## config.mk

```make
export PLATFORM = sky130hd
export DESIGN_NAME = margin_cmd_responder
export DESIGN_NICKNAME = d
export VERILOG_FILES = /design/src/rtl/margin_cmd_pkg.sv /design/src/rtl/mc_decode.sv /design/src/rtl/mc_sat_step.sv /design/src/rtl/mc_tx_bank.sv /design/src/rtl/mc_adapt_ctrl.sv /design/src/rtl/margin_cmd_responder.sv
export SDC_FILE = /design/constraint.sdc
export NUM_CORES = 1
export LEC_CHECK = 0
export BUFFER_PORTS_ARGS = -buffer_cell sky130_fd_sc_hd__buf_4
export CORE_MARGIN = 3
export CORE_UTILIZATION = 55
export CTS_CLUSTER_DIAMETER = 200
export DETAILED_ROUTE_END_ITERATION = 10
export PLACE_DENSITY = 0.88
export RECOVER_POWER = 50
export SLEW_MARGIN = 20
export SYNTH_ARGS = -nofsm -noshare
export SYNTH_HDL_FRONTEND = slang
export SYNTH_SLANG_ARGS = --single-unit
```

## constraint.sdc

```tcl
create_clock -name clk_i -period 6.8 [get_ports clk_i]
set_clock_uncertainty 0.1 [all_clocks]
set_input_delay 0.68 -clock clk_i [delete_from_list [all_inputs] [get_ports clk_i]]
set_output_delay 0.68 -clock clk_i [all_outputs]
set_load 0.01 [all_outputs]
```

## src/rtl/margin_cmd_pkg.sv

```systemverilog
package margin_cmd_pkg;

  localparam int TGT_W = 3;
  localparam int AMT_W = 4;
  localparam int NUM_PRM = 4;
  localparam logic [2:0] MTYPE_VENDOR = 3'b101;

  typedef enum logic [2:0] {
    OP_NONE  = 3'b000,
    OP_ADAPT = 3'b001,
    OP_RSV2  = 3'b010,
    OP_RSV3  = 3'b011,
    OP_POST  = 3'b100,
    OP_PRE   = 3'b101,
    OP_SLEW  = 3'b110,
    OP_AMP   = 3'b111
  } op_e;

  typedef enum logic [2:0] {
    ST_IDLE  = 3'b000,
    ST_SETUP = 3'b001,
    ST_BUSY  = 3'b010,
    ST_NAK   = 3'b011
  } stat_e;

  // settings bank index
  typedef enum logic [1:0] {
    PRM_AMP  = 2'd0,
    PRM_SLEW = 2'd1,
    PRM_PRE  = 2'd2,
    PRM_POST = 2'd3
  } prm_e;

  typedef struct packed {
    logic             hit;
    logic             is_tx;
    logic             is_adapt;
    logic             nak;
    prm_e             prm;
    logic             up;
    logic [AMT_W-1:0] amt;
    logic [TGT_W-1:0] lane;
  } dec_t;

endpackage

```

## src/rtl/mc_decode.sv

```systemverilog
module mc_decode
  import margin_cmd_pkg::*;
#(
  parameter int NUM_TGT = 5
) (
  input  logic             cmd_valid_i,
  input  logic [2:0]       margin_type_i,
  input  logic [TGT_W-1:0] target_i,
  input  logic [7:0]       payload_i,
  input  logic             busy_i,
  output dec_t             dec_o
);

  localparam logic [TGT_W-1:0] TGT_MAX = TGT_W'(NUM_TGT);

  op_e  op;
  logic tgt_ok;
  logic args_zero;

  always_comb begin
    op        = op_e'(payload_i[7:5]);
    tgt_ok    = (target_i != '0) && (target_i <= TGT_MAX);
    args_zero = (payload_i[4:0] == 5'd0);

    dec_o          = '0;
    dec_o.hit      = cmd_valid_i && !busy_i && (margin_type_i == MTYPE_VENDOR) && tgt_ok;
    dec_o.lane     = target_i - TGT_W'(1);
    dec_o.up       = payload_i[4];
    dec_o.amt      = payload_i[AMT_W-1:0];
    dec_o.prm      = PRM_AMP;

    unique case (op)
      OP_AMP:   begin dec_o.is_tx = 1'b1; dec_o.prm = PRM_AMP;  end
      OP_SLEW:  begin dec_o.is_tx = 1'b1; dec_o.prm = PRM_SLEW; end
      OP_PRE:   begin dec_o.is_tx = 1'b1; dec_o.prm = PRM_PRE;  end
      OP_POST:  begin dec_o.is_tx = 1'b1; dec_o.prm = PRM_POST; end
      OP_ADAPT: begin
        dec_o.is_adapt = args_zero;
        dec_o.nak      = !args_zero;
      end
      OP_NONE:  dec_o.nak = !args_zero;
      OP_RSV2, OP_RSV3: dec_o.nak = 1'b1;
      default:  dec_o.nak = 1'b1;
    endcase
  end

endmodule

```

## src/rtl/mc_sat_step.sv

```systemverilog
module mc_sat_step #(
  parameter int W     = 5,
  parameter int AMT_W = 4
) (
  input  logic [W-1:0]     cur_i,
  input  logic             up_i,
  input  logic [AMT_W-1:0] amt_i,
  output logic [W-1:0]     nxt_o,
  output logic             clip_o
);

  localparam logic [W:0] LIM = {1'b0, {W{1'b1}}};

  logic [W:0] amt_x;
  logic [W:0] sum;
  logic [W:0] dif;

  always_comb begin
    amt_x = {{(W+1-AMT_W){1'b0}}, amt_i};
    sum   = {1'b0, cur_i} + amt_x;
    dif   = {1'b0, cur_i} - amt_x;
    if (up_i) begin
      clip_o = (sum > LIM);
      nxt_o  = clip_o ? {W{1'b1}} : sum[W-1:0];
    end else begin
      clip_o = dif[W];  // borrow out
      nxt_o  = clip_o ? '0 : dif[W-1:0];
    end
  end

endmodule

```

## src/rtl/mc_tx_bank.sv

```systemverilog
module mc_tx_bank
  import margin_cmd_pkg::*;
#(
  parameter int NUM_TGT = 5,
  parameter int W       = 5,
  parameter int RST_VAL = 16
) (
  input  logic               clk_i,
  input  logic               rst_ni,
  input  logic               we_i,
  input  logic [TGT_W-1:0]   lane_i,
  input  prm_e               prm_i,
  input  logic               up_i,
  input  logic [AMT_W-1:0]   amt_i,
  output logic               clip_o,
  output logic [NUM_TGT*W-1:0] amp_o,
  output logic [NUM_TGT*W-1:0] slew_o,
  output logic [NUM_TGT*W-1:0] pre_o,
  output logic [NUM_TGT*W-1:0] post_o
);

  logic [W-1:0] set_q [NUM_PRM][NUM_TGT];
  logic [W-1:0] cur;
  logic [W-1:0] nxt;

  always_comb begin
    cur = '0;
    for (int p = 0; p < NUM_PRM; p++) begin
      for (int l = 0; l < NUM_TGT; l++) begin
        if (prm_i == prm_e'(p) && lane_i == TGT_W'(l)) cur = set_q[p][l];
      end
    end
  end

  mc_sat_step #(.W(W), .AMT_W(AMT_W)) u_step (
    .cur_i  (cur),
    .up_i   (up_i),
    .amt_i  (amt_i),
    .nxt_o  (nxt),
    .clip_o (clip_o)
  );

  for (genvar p = 0; p < NUM_PRM; p++) begin : g_prm
    for (genvar l = 0; l < NUM_TGT; l++) begin : g_lane
      always_ff @(posedge clk_i or negedge rst_ni) begin
        if (!rst_ni) begin
          set_q[p][l] <= W'(RST_VAL);
        end else if (we_i && prm_i == prm_e'(p) && lane_i == TGT_W'(l)) begin
          set_q[p][l] <= nxt;
        end
      end
    end
  end

  for (genvar l = 0; l < NUM_TGT; l++) begin : g_out
    assign amp_o [l*W +: W] = set_q[PRM_AMP][l];
    assign slew_o[l*W +: W] = set_q[PRM_SLEW][l];
    assign pre_o [l*W +: W] = set_q[PRM_PRE][l];
    assign post_o[l*W +: W] = set_q[PRM_POST][l];
  end

endmodule

```

## src/rtl/mc_adapt_ctrl.sv

```systemverilog
module mc_adapt_ctrl
  import margin_cmd_pkg::*;
#(
  parameter int NUM_TGT = 5
) (
  input  logic               clk_i,
  input  logic               rst_ni,
  input  logic               go_i,
  input  logic [TGT_W-1:0]   lane_i,
  input  logic [NUM_TGT-1:0] done_i,
  output logic [NUM_TGT-1:0] start_o,
  output logic               busy_o,
  output logic               fin_o
);

  logic [TGT_W-1:0] lane_q;
  logic             done_sel;

  always_comb begin
    done_sel = 1'b0;
    for (int l = 0; l < NUM_TGT; l++) begin
      if (lane_q == TGT_W'(l)) done_sel = done_i[l];
    end
    fin_o = busy_o && done_sel;
  end

  always_ff @(posedge clk_i or negedge rst_ni) begin
    if (!rst_ni) begin
      busy_o  <= 1'b0;
      lane_q  <= '0;
      start_o <= '0;
    end else begin
      start_o <= '0;
      if (go_i) begin
        busy_o <= 1'b1;
        lane_q <= lane_i;
        for (int l = 0; l < NUM_TGT; l++) begin
          if (lane_i == TGT_W'(l)) start_o[l] <= 1'b1;
        end
      end else if (fin_o) begin
        busy_o <= 1'b0;
      end
    end
  end

endmodule

```

## src/rtl/margin_cmd_responder.sv

```systemverilog
module margin_cmd_responder
  import margin_cmd_pkg::*;
#(
  parameter int NUM_TGT = 5,
  parameter int W       = 5,
  parameter int RST_VAL = 16
) (
  input  logic                 clk_i,
  input  logic                 rst_ni,
  input  logic                 cmd_valid_i,
  input  logic [2:0]           margin_type_i,
  input  logic [2:0]           target_i,
  input  logic [7:0]           payload_i,
  input  logic [NUM_TGT-1:0]   adapt_done_i,
  output logic                 resp_valid_o,
  output logic [7:0]           resp_o,
  output logic [NUM_TGT-1:0]   adapt_start_o,
  output logic [NUM_TGT*W-1:0] tx_amp_o,
  output logic [NUM_TGT*W-1:0] tx_slew_o,
  output logic [NUM_TGT*W-1:0] tx_pre_o,
  output logic [NUM_TGT*W-1:0] tx_post_o
);

  dec_t dec;
  logic adapt_busy;
  logic adapt_fin;
  logic clip;
  logic [7:0] resp_d;

  mc_decode #(.NUM_TGT(NUM_TGT)) u_dec (
    .cmd_valid_i   (cmd_valid_i),
    .margin_type_i (margin_type_i),
    .target_i      (target_i),
    .payload_i     (payload_i),
    .busy_i        (adapt_busy),
    .dec_o         (dec)
  );

  mc_tx_bank #(.NUM_TGT(NUM_TGT), .W(W), .RST_VAL(RST_VAL)) u_bank (
    .clk_i  (clk_i),
    .rst_ni (rst_ni),
    .we_i   (dec.hit && dec.is_tx),
    .lane_i (dec.lane),
    .prm_i  (dec.prm),
    .up_i   (dec.up),
    .amt_i  (dec.amt),
    .clip_o (clip),
    .amp_o  (tx_amp_o),
    .slew_o (tx_slew_o),
    .pre_o  (tx_pre_o),
    .post_o (tx_post_o)
  );

  mc_adapt_ctrl #(.NUM_TGT(NUM_TGT)) u_adapt (
    .clk_i   (clk_i),
    .rst_ni  (rst_ni),
    .go_i    (dec.hit && dec.is_adapt),
    .lane_i  (dec.lane),
    .done_i  (adapt_done_i),
    .start_o (adapt_start_o),
    .busy_o  (adapt_busy),
    .fin_o   (adapt_fin)
  );

  always_comb begin
    if (dec.nak)           resp_d = {ST_NAK, 5'd0};
    else if (dec.is_tx)    resp_d = {ST_IDLE, clip, dec.amt};
    else if (dec.is_adapt) resp_d = {ST_BUSY, 5'd0};
    else                   resp_d = {ST_IDLE, 5'd0};
  end

  always_ff @(posedge clk_i or negedge rst_ni) begin
    if (!rst_ni) begin
      resp_o       <= '0;
      resp_valid_o <= 1'b0;
    end else if (dec.hit) begin
      resp_o       <= resp_d;
      resp_valid_o <= 1'b1;
    end else if (adapt_fin) begin
      resp_o       <= {ST_IDLE, 5'd0};
      resp_valid_o <= 1'b1;
    end else begin
      resp_valid_o <= 1'b0;
    end
  end

endmodule

```

==> results by stage <==
Run status:
- The checks that failed: max-capacitance violations, max-slew violations.
- The flow ran to the end, but the final reports show violations.

Floorplanning:
- During I/O placement, the number of pins put on the boundary was roughly 140.
- In this run the core area contains 38 standard-cell rows.
- The area of the die is 12680 µm².
- The die is roughly 110 µm tall.
- In this run the standard cell core region covers between 10000 and 15000 µm².
- The initial core utilization is 0.5692.
- The die is approximately 110 µm wide.

Critical path:
- For the worst setup path, the data required time is 6.98 ns.
- The length in cells of the worst reg-to-reg path is 17.
- The critical path's most frequent cell is sky130_fd_sc_hd__nor2_1.
- The worst setup path is of the input pin to register kind.
- The largest incremental delay on the critical path is around 0.63 ns.
- For the worst setup path, the data arrival time is 5.88 ns.
- The critical path buffer and inverter count is 3.
- The critical path goes through buf_4 -> inv_1 -> ha_1 -> xnor2_1 -> nand2_1 -> nor2_1 -> a21oi_1 -> a221oi_1 -> o21ai_0 -> ha_1 -> inv_1 -> a21oi_1 -> nor2_1 -> nor2_1 -> nor2_1 -> o21ai_0 -> o221a_2 -> o21ai_0.
- The largest driver fanout on the critical path is 20.
- The critical path runs through a total of 18 cells.
- The standard cell with the maximum stage delay on the critical path is sky130_fd_sc_hd__o221a_2.
- The startpoint type of the worst setup path is an input pin.
- STA classifies the critical path endpoint as a register.
- The gate family responsible for the most delay along the worst path is compound AO/OA/AOI/OAI gates.

Hold path:
- The worst hold path was traced through 2 stages.
- The worst hold path belongs to the class register to register.

STA:
- The count of endpoints failing hold in the final timing report is 0.
- Summed over all failing endpoints, the final setup total negative slack is 0 ns.
- Setup repair after global routing left no endpoint under its margin.
- The shortest clock period the worst path allows after layout is roughly 5.7 ns.
- Dividing the final minimum period by the clock period gives 0.8390.
- The total setup violations reported at the end of the flow is 0.
- The transition time at the pin with the least slew margin is around 3.2 ns.
- The headroom to the max-slew limit is -1.152.
- Based on the critical path, the design can be clocked at up to about 0.18 GHz.
- The max-slew violation count is 62.

Finish:
- The number of nets in the layout is ~830.
- The number of standard cells in the final layout excluding fillers is 942.
- After routing the design area is around 7600 µm².
- The area added between synthesis and finish is 21.66%.
- The antenna diode count is 0.
- Of the cells placed in the final design, the portion with a size suffix greater than 1 is 0.1883.

CTS:
- The number of clock buffers added by TritonCTS is 17.
- The clock-pin slew on the worst setup and hold paths is 0.06 ns.
- The total number of H-tree levels is 4.
- The number of gates resized after CTS was 0.
- TritonCTS built the clock tree.
- Counting along the longest clock path gives a buffer depth of 2.
- The clock insertion delay at the later pin of the skew report is ~0.43 ns.
- Buffers added to address setup during post-CTS repair amount to 0.
- The total clock sinks is 117.
- Clock tree synthesis selected as its root buffer the cell sky130_fd_sc_hd__clkbuf_16.
- The number of buffers inserted for hold repair after clock tree synthesis is 0.

Pwr:
- Of the total power, the share spent switching nets is 0.2580.
- The analysis attributes to net switching a power of roughly 0.5 mW.
- Internal power comes to 1.414 mW.
- After layout, the design draws a total of about 1.9 mW.
- The share of total power dissipated in the clock network is 0.491.
- For this design the ratio of total power to cell area is around 250 nW/µm².
- The power share of the combinational group is 0.121.
- The share of total power dissipated in sequential elements is 0.388.
- The highest ir drop seen on vdd is between 150 and 200 µV.
- The standby leakage power is ~3.3 nW.

Synth:
- Of the total synthesized cell area, the portion taken by full adders, half adders and majority gates is 0.03443.
- The most used flip-flop cell after synthesis is sky130_fd_sc_hd__dfrtp_1.
- The share of the synthesized area in compound gates (AO/OA/AOI/OAI) is 0.2348.
- The proportion of register bits with asynchronous set or reset after synthesis is 1.000.
- The total of flip-flops plus latches after synthesis is around 120.
- During synthesis, Yosys emitted a total of 0 warnings.
- The xor-xnor portion of the synthesized cell area is 0.009608.
- The combinational family with the most area after synthesis is compound AO/OA/AOI/OAI gates.
- Each instance of the synthesized netlist takes up on average between 9 and 10 µm².
- Of the total synthesized cell area, the portion taken by AND, OR, NAND and NOR gates is 0.1747.
- The proportion of synthesized area in mux cells is 0.03963.
- The total standard cell area after synthesis is between 6000 and 7000 µm².
- In this run, distinct cell masters in the synthesized netlist total 71.
- The number of enable flip-flop cells after synthesis is 0.
- The net count after synthesis is 699.
- The synthesized netlist cell count is around 660.
- The sequential cell area fraction in the yosys report is 0.4724.

Drt:
- The aggregate routed wire length is 19.49 mm.
- The vias per cell is between 6 and 7.
- The average routed wire per standard cell is ~21 µm.
- The number of detailed-routing iterations run before antenna repair is 6.
- The remaining antenna violation count after routing is 0.
- The detailed router's first-iteration violation count is ~620.
- In the routed design, unresolved DRC markers number 0.
- For this block, the via count after detailed routing is 6050.

Global route:
- The number of antenna violations at the first check in global routing came to 0.
- The first global-routing pass estimated about 31 mm of wire.
- The total congestion overflow after global routing is 0.
- Across every metal layer, demand over resource in global routing totals 0.3124.
- The via count of the first global-routing pass is 5891.
- The largest net degree at the start of global routing is slightly above 60.

Placed design:
- The wire-length estimate of the detail-placed layout is between 10 and 15 mm.
- The cell area after placement is about 7300 µm².
- The congestion estimate from routability-driven global placement came to around 0.9.
- The port buffer count is ~130.
- The number of placed instances, taps included is 910.

Job:
- The max capacitance violation total is 1.
## Yosys cell counts, drive strengths merged, types with 14 or more instances
| library cell | count | area (µm²) |
|---|---|---|
| nand2 | 138 | 518.0 |
| nor3 | 14 | 75.07 |
| nor2 | 34 | 127.6 |
| o21ai | 80 | 475.4 |
| dfrtp | 97 | 2427 |
| clkbuf | 22 | 87.58 |
| dfstp | 20 | 525.5 |
| o31ai | 24 | 180.2 |
| mux2 | 20 | 225.2 |
| ha | 14 | 175.2 |
| a21oi | 24 | 131.4 |
| inv | 16 | 60.06 |
## flip-flops by register name, summed over array words and instances, names as in the netlist
signal           count
resp_o               7
u_bank.amp_o        25
u_bank.pre_o        25
resp_valid_o         1
u_adapt.busy_o       1
u_adapt.lane_q       3
u_bank.post_o       25
u_bank.slew_o       25
u_adapt.start_o      5
## logic make-up (layout without fill, tap and decap cells)
logic type	Yosys count	in the layout
AOI/OAI and AO/OA	209	209
and+or+nand+nor	243	243
xor gates and xnor gates	6	6
DFF	117	117
buffers and inverters	48	189
adders and majority gates	16	16
other	1	1
muxes	21	21
## worst paths after layout
kind,end,start,slack [ns]
max,u_bank.pre_o[1]$_DFFE_PN0P_,target_i[0],1.10
min,resp_o[6]$_DFFE_PN0P_,resp_o[6]$_DFFE_PN0P_,0.37
max reg2reg,u_bank.pre_o[1]$_DFFE_PN0P_,u_bank.amp_o[1]$_DFFE_PN0P_,2.10
min reg2reg,resp_o[6]$_DFFE_PN0P_,resp_o[6]$_DFFE_PN0P_,0.37
max in group asynchronous,u_bank.amp_o[23]$_DFFE_PN0P_,rst_ni,2.70
min in group asynchronous,u_bank.post_o[16]$_DFFE_PN0P_,rst_ni,1.22
## stage by stage
| step | worst slack, ns | util | hold WS (ns) |
|---|---|---|---|
| floorplan | 1.666 | - | 0.2844 |
| global placement | 1.277 | 0.6683 | 0.3555 |
| detailed placement | 0.8609 | 0.6683 | 0.3666 |
| CTS | 1.256 | 0.7248 | 0.2400 |
| global route | 0.7772 | 0.6924 | 0.4024 |
| finish | 1.095 | 0.6924 | 0.3739 |
## worst reg2reg max path: cells and delay by family (launching register included)
family | cells | cell delay [ns]
adders and majority gates | 1 | 0.25
AOI/OAI and AO/OA | 11 | 3.26
DFF | 1 | 0.38
and+or+nand+nor | 4 | 0.52
buffers and inverters | 1 | 0.05
## routing by layer
metal / wire, µm / global-route usage / vias up
met5: 0 / 0 / -
met4: 775 / 0.1538 / 0
met3: 1793 / 0.07925 / 76
met1: 7773 / 0.4063 / 2915
li1: - / - / 2663
met2: 9148 / 0.4882 / 396
## power by group through the flow
stage | logic (mW) | clock network (mW) | registers, mW
final | 0.231 | 0.935 | 0.740
after detailed placement | 0.240 | 0 | 0.750
after global placement | 0.232 | 0 | 0.749
after global routing | 0.250 | 0.971 | 0.741
after floorplan | 0.130 | 0 | 0.755
after CTS | 0.242 | 0.941 | 0.739
## final cells by class
class,instances,area (µm²)
clock buffers,23,498.0
clock inverters,9,122.6
fillers,873,3378
inverters,16,60.06
multi-input cells,496,3093
flip-flops and latches,117,2953
well taps,140,175.2
repair buffers,141,703.2
## layout by cell type, fill, tap and decap left out, types with 13 or more instances in the layout
cell type                     n
sky130_fd_sc_hd__clkbuf_16   17
sky130_fd_sc_hd__a21oi_1     23
sky130_fd_sc_hd__dfstp_2     20
sky130_fd_sc_hd__nand2_1    138
sky130_fd_sc_hd__o21ai_0     59
sky130_fd_sc_hd__o21ai_2     20
sky130_fd_sc_hd__nor3_1      13
sky130_fd_sc_hd__inv_1       16
sky130_fd_sc_hd__buf_4       46
sky130_fd_sc_hd__mux2_2      20
sky130_fd_sc_hd__clkbuf_1    95
sky130_fd_sc_hd__o31ai_1     24
sky130_fd_sc_hd__dfrtp_1     97
sky130_fd_sc_hd__ha_1        14
sky130_fd_sc_hd__nor2_1      34
Power figures use the tool's default switching activity.
